File: src/rtl/uart_fc_pkg.sv
package uart_fc_pkg;
    localparam int REG_W  = 16;
    localparam int CTRL_W = 7;

    typedef struct packed {
        logic cts_flow;   // bit 6
        logic rts_flow;   // bit 5
        logic rts;        // bit 4
        logic dtr;        // bit 3
        logic rx_en;      // bit 2
        logic tx_en;      // bit 1
        logic uart_en;    // bit 0
    } ctrl_t;

    localparam ctrl_t CTRL_RESET = 7'h06;

    typedef enum logic [1:0] {RX_IDLE, RX_START, RX_DATA, RX_STOP} rx_state_t;

    function automatic logic [9:0] make_frame(input logic [7:0] d);
        return {1'b1, d, 1'b0};
    endfunction
endpackage

File: src/rtl/uart_fc_tx.sv
module uart_fc_tx #(
    parameter int CLKS_PER_BIT = 16
) (
    input  logic       clk,
    input  logic       rst,
    input  logic       go,
    input  logic [7:0] data,
    input  logic       valid,
    output logic       ready,
    output logic       busy,
    output logic       txd
);
    import uart_fc_pkg::*;
    localparam int CW = $clog2(CLKS_PER_BIT);

    logic [9:0]    sh_q;
    logic [3:0]    bit_q;
    logic [CW-1:0] cnt_q;
    logic          last;

    assign ready = !busy && go;
    assign txd   = busy ? sh_q[0] : 1'b1;
    assign last  = (cnt_q == '0) && (bit_q == 4'd9);

    always_ff @(posedge clk) begin
        if (rst) begin
            busy  <= 1'b0;
            sh_q  <= '1;
            bit_q <= '0;
            cnt_q <= '0;
        end else if (!busy) begin
            if (valid && go) begin
                busy  <= 1'b1;
                sh_q  <= make_frame(data);
                bit_q <= '0;
                cnt_q <= CW'(CLKS_PER_BIT - 1);
            end
        end else if (cnt_q == '0) begin
            cnt_q <= CW'(CLKS_PER_BIT - 1);
            sh_q  <= {1'b1, sh_q[9:1]};
            bit_q <= bit_q + 4'd1;
            if (last) busy <= 1'b0;
        end else begin
            cnt_q <= cnt_q - CW'(1);
        end
    end

    // once started, a frame runs to its stop bit regardless of go
    a_r5_frame_completes: assert property (@(posedge clk) disable iff (rst)
        (busy && !last) |=> busy);
endmodule

File: src/rtl/uart_fc_rx.sv
module uart_fc_rx #(
    parameter int CLKS_PER_BIT = 16
) (
    input  logic       clk,
    input  logic       rst,
    input  logic       go,
    input  logic       rxd,
    output logic       push,
    output logic [7:0] byte_out
);
    import uart_fc_pkg::*;
    localparam int CW   = $clog2(CLKS_PER_BIT);
    localparam int HALF = CLKS_PER_BIT / 2;

    logic [1:0]    sync_q;
    logic          rx_s;
    rx_state_t     st_q;
    logic [CW-1:0] cnt_q;
    logic [2:0]    bit_q;
    logic [7:0]    sr_q;

    assign rx_s     = sync_q[1];
    assign byte_out = sr_q;

    always_ff @(posedge clk) begin
        if (rst) sync_q <= 2'b11;
        else     sync_q <= {sync_q[0], rxd};
    end

    always_ff @(posedge clk) begin
        if (rst) begin
            st_q  <= RX_IDLE;
            cnt_q <= '0;
            bit_q <= '0;
            sr_q  <= '0;
            push  <= 1'b0;
        end else begin
            push <= 1'b0;
            case (st_q)
                RX_IDLE: if (go && !rx_s) begin
                    st_q  <= RX_START;
                    cnt_q <= CW'(HALF - 1);
                end
                RX_START: if (cnt_q == '0) begin
                    st_q  <= rx_s ? RX_IDLE : RX_DATA;
                    cnt_q <= CW'(CLKS_PER_BIT - 1);
                    bit_q <= '0;
                end else cnt_q <= cnt_q - CW'(1);
                RX_DATA: if (cnt_q == '0) begin
                    sr_q  <= {rx_s, sr_q[7:1]};
                    cnt_q <= CW'(CLKS_PER_BIT - 1);
                    bit_q <= bit_q + 3'd1;
                    if (bit_q == 3'd7) st_q <= RX_STOP;
                end else cnt_q <= cnt_q - CW'(1);
                RX_STOP: if (cnt_q == '0) begin
                    push <= 1'b1;
                    st_q <= RX_IDLE;
                end else cnt_q <= cnt_q - CW'(1);
                default: st_q <= RX_IDLE;
            endcase
        end
    end

    // a reception in progress is not abandoned when go drops
    a_r7_rx_completes: assert property (@(posedge clk) disable iff (rst)
        (st_q == RX_DATA && !go) |=> (st_q != RX_IDLE));
endmodule

File: src/rtl/uart_fc_fifo.sv
module uart_fc_fifo #(
    parameter int DEPTH = 4
) (
    input  logic       clk,
    input  logic       rst,
    input  logic       push,
    input  logic [7:0] wdata,
    input  logic       pop,
    output logic [7:0] rdata,
    output logic       not_empty,
    output logic       full,
    output logic       overrun
);
    localparam int PW = (DEPTH > 1) ? $clog2(DEPTH) : 1;
    localparam int CW = $clog2(DEPTH + 1);

    logic [7:0]    mem_q [DEPTH];
    logic [PW-1:0] wp_q, rp_q;
    logic [CW-1:0] cnt_q;
    logic          do_push, do_pop;

    assign full      = (cnt_q == CW'(DEPTH));
    assign not_empty = (cnt_q != '0);
    assign rdata     = mem_q[rp_q];
    assign do_push   = push && !full;
    assign do_pop    = pop && not_empty;

    function automatic logic [PW-1:0] inc(input logic [PW-1:0] p);
        return (p == PW'(DEPTH - 1)) ? '0 : p + PW'(1);
    endfunction

    always_ff @(posedge clk) begin
        if (rst) begin
            wp_q    <= '0;
            rp_q    <= '0;
            cnt_q   <= '0;
            overrun <= 1'b0;
            for (int i = 0; i < DEPTH; i++) mem_q[i] <= '0;
        end else begin
            if (do_push) begin
                mem_q[wp_q] <= wdata;
                wp_q        <= inc(wp_q);
            end
            if (do_pop) rp_q <= inc(rp_q);
            if (push && full) overrun <= 1'b1;
            if (do_push && !do_pop)      cnt_q <= cnt_q + CW'(1);
            else if (do_pop && !do_push) cnt_q <= cnt_q - CW'(1);
        end
    end

    // a push into a full FIFO is dropped and flagged
    a_r10_no_overwrite: assert property (@(posedge clk) disable iff (rst)
        (push && full && !pop) |=> (full && overrun));
    a_r10_overrun_sticky: assert property (@(posedge clk) disable iff (rst)
        overrun |=> overrun);
endmodule

File: src/rtl/uart_flow_ctrl.sv
module uart_flow_ctrl #(
    parameter int CLKS_PER_BIT = 16,
    parameter int FIFO_DEPTH   = 4
) (
    input  logic        clk,
    input  logic        rst,
    input  logic        reg_we,
    input  logic [15:0] reg_wdata,
    output logic [15:0] reg_rdata,
    input  logic [7:0]  tx_data,
    input  logic        tx_valid,
    output logic        tx_ready,
    output logic        txd,
    input  logic        rxd,
    input  logic        cts_n,
    output logic        rts_n,
    output logic        dtr_n,
    output logic [7:0]  rx_data,
    output logic        rx_valid,
    input  logic        rx_pop,
    output logic        rx_overrun
);
    import uart_fc_pkg::*;

    ctrl_t      ctrl_q;
    logic [1:0] cts_sync_q;
    logic       cts_ok, tx_go, rx_go, tx_busy;
    logic       rx_push, fifo_full;
    logic [7:0] rx_byte;

    always_ff @(posedge clk) begin
        if (rst) begin
            ctrl_q     <= CTRL_RESET;
            cts_sync_q <= 2'b11;
        end else begin
            if (reg_we) ctrl_q <= ctrl_t'(reg_wdata[CTRL_W-1:0]);
            cts_sync_q <= {cts_sync_q[0], cts_n};
        end
    end

    assign reg_rdata = {{(REG_W-CTRL_W){1'b0}}, ctrl_q};
    assign cts_ok    = !cts_sync_q[1];
    assign tx_go     = ctrl_q.uart_en && ctrl_q.tx_en && (!ctrl_q.cts_flow || cts_ok);
    assign rx_go     = ctrl_q.uart_en && ctrl_q.rx_en;
    assign dtr_n     = !ctrl_q.dtr;
    assign rts_n     = ctrl_q.rts_flow ? fifo_full : !ctrl_q.rts;

    uart_fc_tx #(.CLKS_PER_BIT(CLKS_PER_BIT)) u_tx (
        .clk(clk), .rst(rst), .go(tx_go), .data(tx_data), .valid(tx_valid),
        .ready(tx_ready), .busy(tx_busy), .txd(txd)
    );

    uart_fc_rx #(.CLKS_PER_BIT(CLKS_PER_BIT)) u_rx (
        .clk(clk), .rst(rst), .go(rx_go), .rxd(rxd),
        .push(rx_push), .byte_out(rx_byte)
    );

    uart_fc_fifo #(.DEPTH(FIFO_DEPTH)) u_fifo (
        .clk(clk), .rst(rst), .push(rx_push), .wdata(rx_byte), .pop(rx_pop),
        .rdata(rx_data), .not_empty(rx_valid), .full(fifo_full),
        .overrun(rx_overrun)
    );

    // gated CTS keeps an idle transmitter idle
    a_r4_cts_gate: assert property (@(posedge clk) disable iff (rst)
        (ctrl_q.cts_flow && !cts_ok && !tx_busy) |=> !tx_busy);
    // global enable off keeps an idle transmitter idle
    a_r11_global_off: assert property (@(posedge clk) disable iff (rst)
        (!ctrl_q.uart_en && !tx_busy) |=> !tx_busy);
    // DTR pin follows the last written bit 3, inverted
    a_r8_dtr_pin: assert property (@(posedge clk) disable iff (rst)
        reg_we |=> (dtr_n == !$past(reg_wdata[3])));
    // a full FIFO deasserts RTS in automatic mode
    a_r9_rts_full: assert property (@(posedge clk) disable iff (rst)
        (ctrl_q.rts_flow && fifo_full) |-> rts_n);
endmodule

File: config.mk
export PLATFORM = sky130hd
export DESIGN_NAME = uart_flow_ctrl
export DESIGN_NICKNAME = d
export VERILOG_FILES = /design/src/rtl/uart_fc_pkg.sv /design/src/rtl/uart_fc_tx.sv /design/src/rtl/uart_fc_rx.sv /design/src/rtl/uart_fc_fifo.sv /design/src/rtl/uart_flow_ctrl.sv
export SDC_FILE = /design/constraint.sdc
export NUM_CORES = 1
export LEC_CHECK = 0
export BUFFER_PORTS_ARGS = -buffer_cell sky130_fd_sc_hd__buf_2
export CORE_MARGIN = 3
export CORE_UTILIZATION = 30
export DETAILED_ROUTE_END_ITERATION = 6
export GPL_TIMING_DRIVEN = 0
export MAX_ROUTING_LAYER = met4
export PLACE_DENSITY = 0.54
export SYNTH_ARGS = -nofsm -noshare
export SYNTH_HDL_FRONTEND = slang
export SYNTH_HIERARCHICAL = 1
export SYNTH_SLANG_ARGS = --single-unit
File: constraint.sdc
create_clock -name clk -period 2.6 [get_ports clk]
set_input_delay 0.26 -clock clk [delete_from_list [all_inputs] [get_ports clk]]
set_output_delay 0.26 -clock clk [all_outputs]
set_load 0.01 [all_outputs]
Word-level counts from Yosys, hierarchy flattened
Memory sizes are Yosys's and may differ from the RTL's. A register that Yosys moved wholly into a read port is not among the register bits.
Cells that the tools add are included.
Widths: inputs -> output; s select.
- memories kept: 1
- logic and storage cells: 128
- input bits: 31
- output and inout port bits: 30
- register bits: 56
- bits in latches: 0
- bits in writable memories: 32
- ROM bits: 0
- memory list (name ; depth ; width ; rd ports ; clocked after Yosys merged registers in ; write ports ; line ; source):
    u_fifo.mem_q ; 4 ; 8 ; 1 ; 1 ; 4 ; uart_fc_fifo.sv:17 ; logic [7:0] mem_q [DEPTH];
- shift operators: 0
- bitwise operators: 1
- eq/ne operators: 15
- magnitude comparators: 0
- muxes and demuxes: 44
- divide/modulo/power cells: 0
- reductions and logical operators: 37
- multipliers: 0
- add/subtract/negate cells: 8
- operator list (kind ; count):
    $mux 4 ; 9
    $mux 10 ; 3
    $mux 2 ; 11
    $mux 1 ; 13
    $logic_and 1x1->1 ; 12
    $mux 3 ; 4
    $pmux 4 s3 ; 1
    $ne 2x1->1 const B ; 5
    $logic_not 1->1 ; 9
    $eq 2x2->1 const B ; 4
    $logic_not 4->1 ; 2
    $mux 8 ; 1
    $pmux 2 s4 ; 1
    $reduce_or 8->1 ; 1
    $sub 4x1->4 const B ; 2
    $add 3x1->3 const B ; 2
    $eq 3x3->1 const B ; 2
    $pmux 3 s2 ; 1
    $reduce_and 2->1 ; 3
    $reduce_bool 2->1 ; 3
    $reduce_and 5->1 ; 1
    $add 2x1->2 const B ; 2
    $add 4x1->4 const B ; 1
    $eq 4x4->1 const B ; 1
    9 further kinds ; 11

Longest topological paths before layout
- depth after elaboration: 8
- mapped depth: 9
- mapped depth without buffers: 8

Cells and area by module
The synthesis kept the hierarchy.
- by module, submodules not included (module ; area an instance (µm²) ; cells an instance ; sequential area each (µm²) ; times used):
    uart_fc_fifo ; 1879.3 ; 130 ; 1161.1 ; 1
    uart_fc_tx ; 934.6 ; 102 ; 360.3 ; 1
    uart_fc_rx ; 924.6 ; 107 ; 400.4 ; 1
    uart_flow_ctrl ; 411.6 ; 43 ; 180.2 ; 1

Worst setup path before layout
Ideal clock, no wire load.
- path kind: register to register
- start: register u_fifo.cnt_q[0]
- end: register u_fifo.cnt_q[2]
- arrival: 2.055 ns
- path buffers: 1
- period minus slack after synthesis: 2.126 ns
- setup time: 0.071 ns
- required time: 2.529 ns
- setup slack: 0.474 ns
- stages on the path, launching flop included: 10
- cell sequence: dfxtp_1 > nor3b_4 > nor2b_1 > clkbuf_1 > ha_1 > inv_1 > fa_1 > xor2_1 > or3_1 > a21oi_1
- longest elaborated chain between the ends: 6
- elaborated cells on any way between the ends: 14
- classes of those cells: add/sub: 2; eq/ne: 1; mux: 2; reduce/logical: 9
- RTL lines (item ; line ; source):
    start: declaration ; uart_fc_fifo.sv:19 ; logic [CW-1:0] cnt_q;
    start signal: assignment ; uart_fc_fifo.sv:46 ; if (do_push && !do_pop) cnt_q <= cnt_q + CW'(1);
    start signal: assignment ; uart_fc_fifo.sv:47 ; else if (do_pop && !do_push) cnt_q <= cnt_q - CW'(1);
    $eq 3x3->1 * ; uart_fc_fifo.sv:22 ; assign full = (cnt_q == CW'(DEPTH));
    net fifo_full ; uart_flow_ctrl.sv:28 ; logic rx_push, fifo_full;
    $logic_not 1->1 * ; uart_fc_fifo.sv:25 ; assign do_push = push && !full;
    $logic_and 1x1->1 * ; uart_fc_fifo.sv:25 ;
    net u_fifo.do_push ; uart_fc_fifo.sv:20 ; logic do_push, do_pop;
    $logic_not 1->1 ; uart_fc_fifo.sv:47 ;
    $logic_and 1x1->1 ; uart_fc_fifo.sv:47 ;
    $reduce_bool 2->1 (no line) ; - ;
Mark *: on every way through the listed nets, which the timed path passes. The rest lies on a longest branch. The select of a mux whose other input is x is not followed.
A chain may end at the register's enable or synchronous reset.

Final worst setup path
Ends and elaborated chain as after synthesis.

==> load_flow_metrics.sql <==
INSERT INTO impl_metrics (metric_group, metric, value, unit) VALUES
('clocking', 'cts_made_buffers', '9', ''),
('drt', 'drc', '0', ''),
('clocking', 'ctsRootBufferMaster', 'sky130_fd_sc_hd__clkbuf_16', ''),
('drt', 'count_of_vias_placed_by_the_detailed_router', '2877', ''),
('drt', 'route.detailed.vias_per_inst', '4.618', ''),
('drt', 'drt_pre_antenna_iters', '4', ''),
('critical_path', 'critical_path.endpoint', 'u_fifo/cnt_q[2]$_SDFFE_PP0P_', ''),
('drt', 'finalWirelength', '8.468', 'mm'),
('yosys', 'synth_compound_area_frac', '0.1173', ''),
('pwr', 'power_per_cell_area', '737.1', 'mW/mm^2'),
('final_layout', 'multiInputGateArea', '0.001882', 'sq mm'),
('final_layout', 'drive_gt1_frac', '0.2371', ''),
('final_layout', 'fin_area', '0.004945', 'sq mm'),
('critical_path', 'critPathLaunch', 'u_fifo/cnt_q[0]$_SDFFE_PP0P_', ''),
('critical_path', 'r2r_end', 'u_fifo/cnt_q[2]$_SDFFE_PP0P_', ''),
('global_route', 'grt_max_degree', '17', ''),
('clocking', 'ctsHtreeMaxLevel', '3', ''),
('clocking', 'clock_insertion_delay_worst_skew', '0.34', 'ns'),
('floorplanning', 'dieArea', '0.01528', 'sq mm'),
('pwr', 'leakage', '0.001942', 'uW'),
('yosys', 'synth_top_family_by_area', 'simple AND/OR/NAND/NOR gates', ''),
('pwr', 'report.power.total', '3645', 'uW'),
('yosys', 'post_synth_mux_area_share', '0.07024', ''),
('sta', 'setup-violations-final', '0', ''),
('yosys', 'synthArstFlopShare', '0', ''),
('yosys', 'adder_cell_share_of_the_synthesized_area', '0.04703', ''),
('sta', 'period_needed', '2.331', 'ns'),
('sta', 'grt_setup_unrepaired', 'no', ''),
('clocking', 'tritoncts', 'yes', ''),
('job', 'max_cap_viol_count', '0', ''),
('global_route', 'grt-ovfl-total', '0', ''),
('yosys', 'mappedNetlistArea', '0.004150', 'sq mm'),
('sta', 'report.final.slew_viol_count', '0', ''),
('global_route', 'wire_length_of_the_first_global_routing_pass', '14.22', 'mm'),
('final_layout', 'synthToLayoutAreaGrowth', '19.14', '%'),
('drt', 'drt-initial-drc-count', '202', ''),
('sta', 'worst_clock_skew', '0.006628', 'ns'),
('final_layout', 'finish.utilization', '0.3690', ''),
('floorplanning', 'ios', '61', ''),
('clocking', 'tritoncts_num_sinks', '89', ''),
('drt', 'wl_per_cell', '13.59', 'um'),
('floorplanning', 'core.rowCount', '42', ''),
('critical_path', 'cp.buffers_inverters', '2', ''),
('sta', 'post-route-worst-setup-slack', '0.2686', 'ns'),
('yosys', 'synth-main-ff-cell', 'sky130_fd_sc_hd__dfxtp_1', ''),
('floorplanning', 'chipWidth', '123.6', 'um'),
('sta', 'max-slew-margin-rel', '0.4054', ''),
('hold_path', 'holdCritPathClass', 'in -> reg', ''),
('yosys', 'post_synth.cell_area_avg', '10.86', 'sq um'),
('critical_path', 'rr_worst_depth', '9', ''),
('floorplanning', 'start_util', '0.3097', ''),
('critical_path', 'worstPathRequired', '2.87', 'ns'),
('place', 'pre_cts_ws', '0.2785', 'ns'),
('yosys', 'post_synth_and_or_nand_nor_area_fraction', '0.2017', ''),
('global_route', 'groute.usage.overall', '0.1231', ''),
('place', 'finalWeightedCongestion', '0.7723', ''),
('outcome', 'run_status', 'finished, final reports clean', ''),
('critical_path', 'slowest_delay', '0.47', 'ns'),
('sta', 'worst_slew_pin_slew', '0.8865', 'ns'),
('global_route', 'number_of_antenna_violations_at_the_first_check_in_global_routing', '0', ''),
('place', 'place.port_buffers', '41', ''),
('critical_path', 'timing.rr.start', 'u_fifo/cnt_q[0]$_SDFFE_PP0P_', ''),
('final_layout', 'fill_cells', '1327', ''),
('sta', 'fin_tns_setup', '0', 'ns'),
('critical_path', 'setup.worst_path.start_class', 'register', ''),
('critical_path', 'crit_path_max_fo', '8', ''),
('yosys', 'post_synth_inst_count', '382', ''),
('global_route', 'via_count_of_the_first_global_routing_pass', '2949', ''),
('final_layout', 'num_antenna_cells', '0', ''),
('floorplanning', 'core-area', '0.01340', 'sq mm'),
('critical_path', 'worst_path_max_delay_cell', 'sky130_fd_sc_hd__dfxtp_1', '');
## power breakdown
group / switching, uW / total [uW] / leakage [uW] / internal [uW]
Combinational: 334 / 639 / 0.000991 / 305
Clock: 553 / 1400 / 0.000156 / 850
Sequential: 74.2 / 1600 / 0.000795 / 1530
## synth_stat cells, drive strengths merged (3+ instances only)
| master | number | area share |
|---|---|---|
| dfxtp | 57 | 0.27 |
| a21oi | 21 | 0.025 |
| nor3b | 3 | 0.0093 |
| clkbuf | 5 | 0.0045 |
| or2 | 4 | 0.0060 |
| o21ai | 16 | 0.019 |
| a22oi | 3 | 0.0054 |
| nor4b | 3 | 0.0078 |
| and2 | 35 | 0.053 |
| a221oi | 7 | 0.022 |
| xor2 | 3 | 0.0063 |
| buf | 21 | 0.032 |
| nor3 | 11 | 0.013 |
| o31ai | 3 | 0.0054 |
| inv | 15 | 0.014 |
| ha | 14 | 0.042 |
| a211oi | 4 | 0.0084 |
| edfxtp | 32 | 0.23 |
| nand2b | 5 | 0.0075 |
| nand2 | 28 | 0.025 |
| mux4 | 8 | 0.043 |
| nor2b | 11 | 0.018 |
| or3 | 6 | 0.0090 |
| nor2 | 25 | 0.023 |
| nand3 | 4 | 0.0048 |
| mux2i | 10 | 0.024 |
## layout make-up
class | count | share of cell area
clock buffer | 9 | 0.04555
multi-input combinational | 260 | 0.3806
buffer | 26 | 0.03062
inverter | 15 | 0.01139
clock inverter | 7 | 0.02075
tap | 176 | 0.04453
timing repair buffer | 41 | 0.04150
sequential | 89 | 0.4251
## per-layer routing
| metal | up-vias | global-route usage | part of all wire |
|---|---|---|---|
| met4 | 0 | 0.05190 | 0.016 |
| met1 | 1348 | 0.1539 | 0.48 |
| met2 | 57 | 0.1909 | 0.46 |
| met3 | 8 | 0.02997 | 0.039 |
| li1 | 1464 | - | - |
| met5 | - | - | 0 |
## flip-flops by register name, summed over array words and instances (netlist names), named ones only
name            flops
u_tx/busy           1
u_tx/sh_q           9
u_fifo/rp_q         2
u_rx/cnt_q          4
u_rx/push           1
u_fifo/cnt_q        3
u_rx/byte_out       8
u_rx/bit_q          3
cts_sync_q          2
u_rx/sync_q         2
reg_rdata           7
u_fifo/wp_q         2
u_fifo/overrun      1
u_tx/cnt_q          4
u_rx/st_q           1
u_fifo/mem_q       32
u_tx/bit_q          4
## cell families after synthesis
family | count (synthesis)
other cells | 1
fa+ha+maj | 15
compound gates | 68
simple gates | 146
mux | 19
xor+xnor | 3
buf+inv | 41
flops | 89
## worst min-delay path by stage
stage	from	end	slack, ns	depth (start not counted)
6_report	rxd	u_rx/sync_q[0]$_SDFF_PP1_	0.10	2
3_3_place_gp	cts_sync_q[0]$_SDFF_PP1_	cts_sync_q[1]$_SDFF_PP1_	0.39	1
2_1_floorplan	rxd	u_rx/sync_q[0]$_SDFF_PP1_	0.36	1
5_1_grt	rxd	u_rx/sync_q[0]$_SDFF_PP1_	0.1	2
4_1_cts	rxd	u_rx/sync_q[0]$_SDFF_PP1_	0.09	2
3_5_place_dp	cts_sync_q[0]$_SDFF_PP1_	cts_sync_q[1]$_SDFF_PP1_	0.39	1
## layout by cell type, fill, tap and decap left out, types with 8 or more instances in the layout
cell and count:
sky130_fd_sc_hd__dfxtp_1 57, sky130_fd_sc_hd__buf_2 48, sky130_fd_sc_hd__and2_1 35, sky130_fd_sc_hd__edfxtp_1 32, sky130_fd_sc_hd__nand2_1 28, sky130_fd_sc_hd__nor2_1 25, sky130_fd_sc_hd__a21oi_1 21, sky130_fd_sc_hd__inv_1 14
sky130_fd_sc_hd__ha_1 14, sky130_fd_sc_hd__nor3_1 11, sky130_fd_sc_hd__mux2i_1 10, sky130_fd_sc_hd__buf_4 10, sky130_fd_sc_hd__conb_1 9, sky130_fd_sc_hd__clkbuf_16 9, sky130_fd_sc_hd__nor2b_1 9, sky130_fd_sc_hd__o21ai_1 9
sky130_fd_sc_hd__mux4_2 8
## through the flow
| stage | std cells | hold slack (ns) |
|---|---|---|
| after floorplan | 390 | 0.3638 |
| after global placement | 607 | 0.3868 |
| after detailed placement | 607 | 0.3937 |
| after CTS | 623 | 0.08916 |
| after global routing | 623 | 0.09617 |
| final | 623 | 0.1037 |
Power figures use the tool's default switching activity.
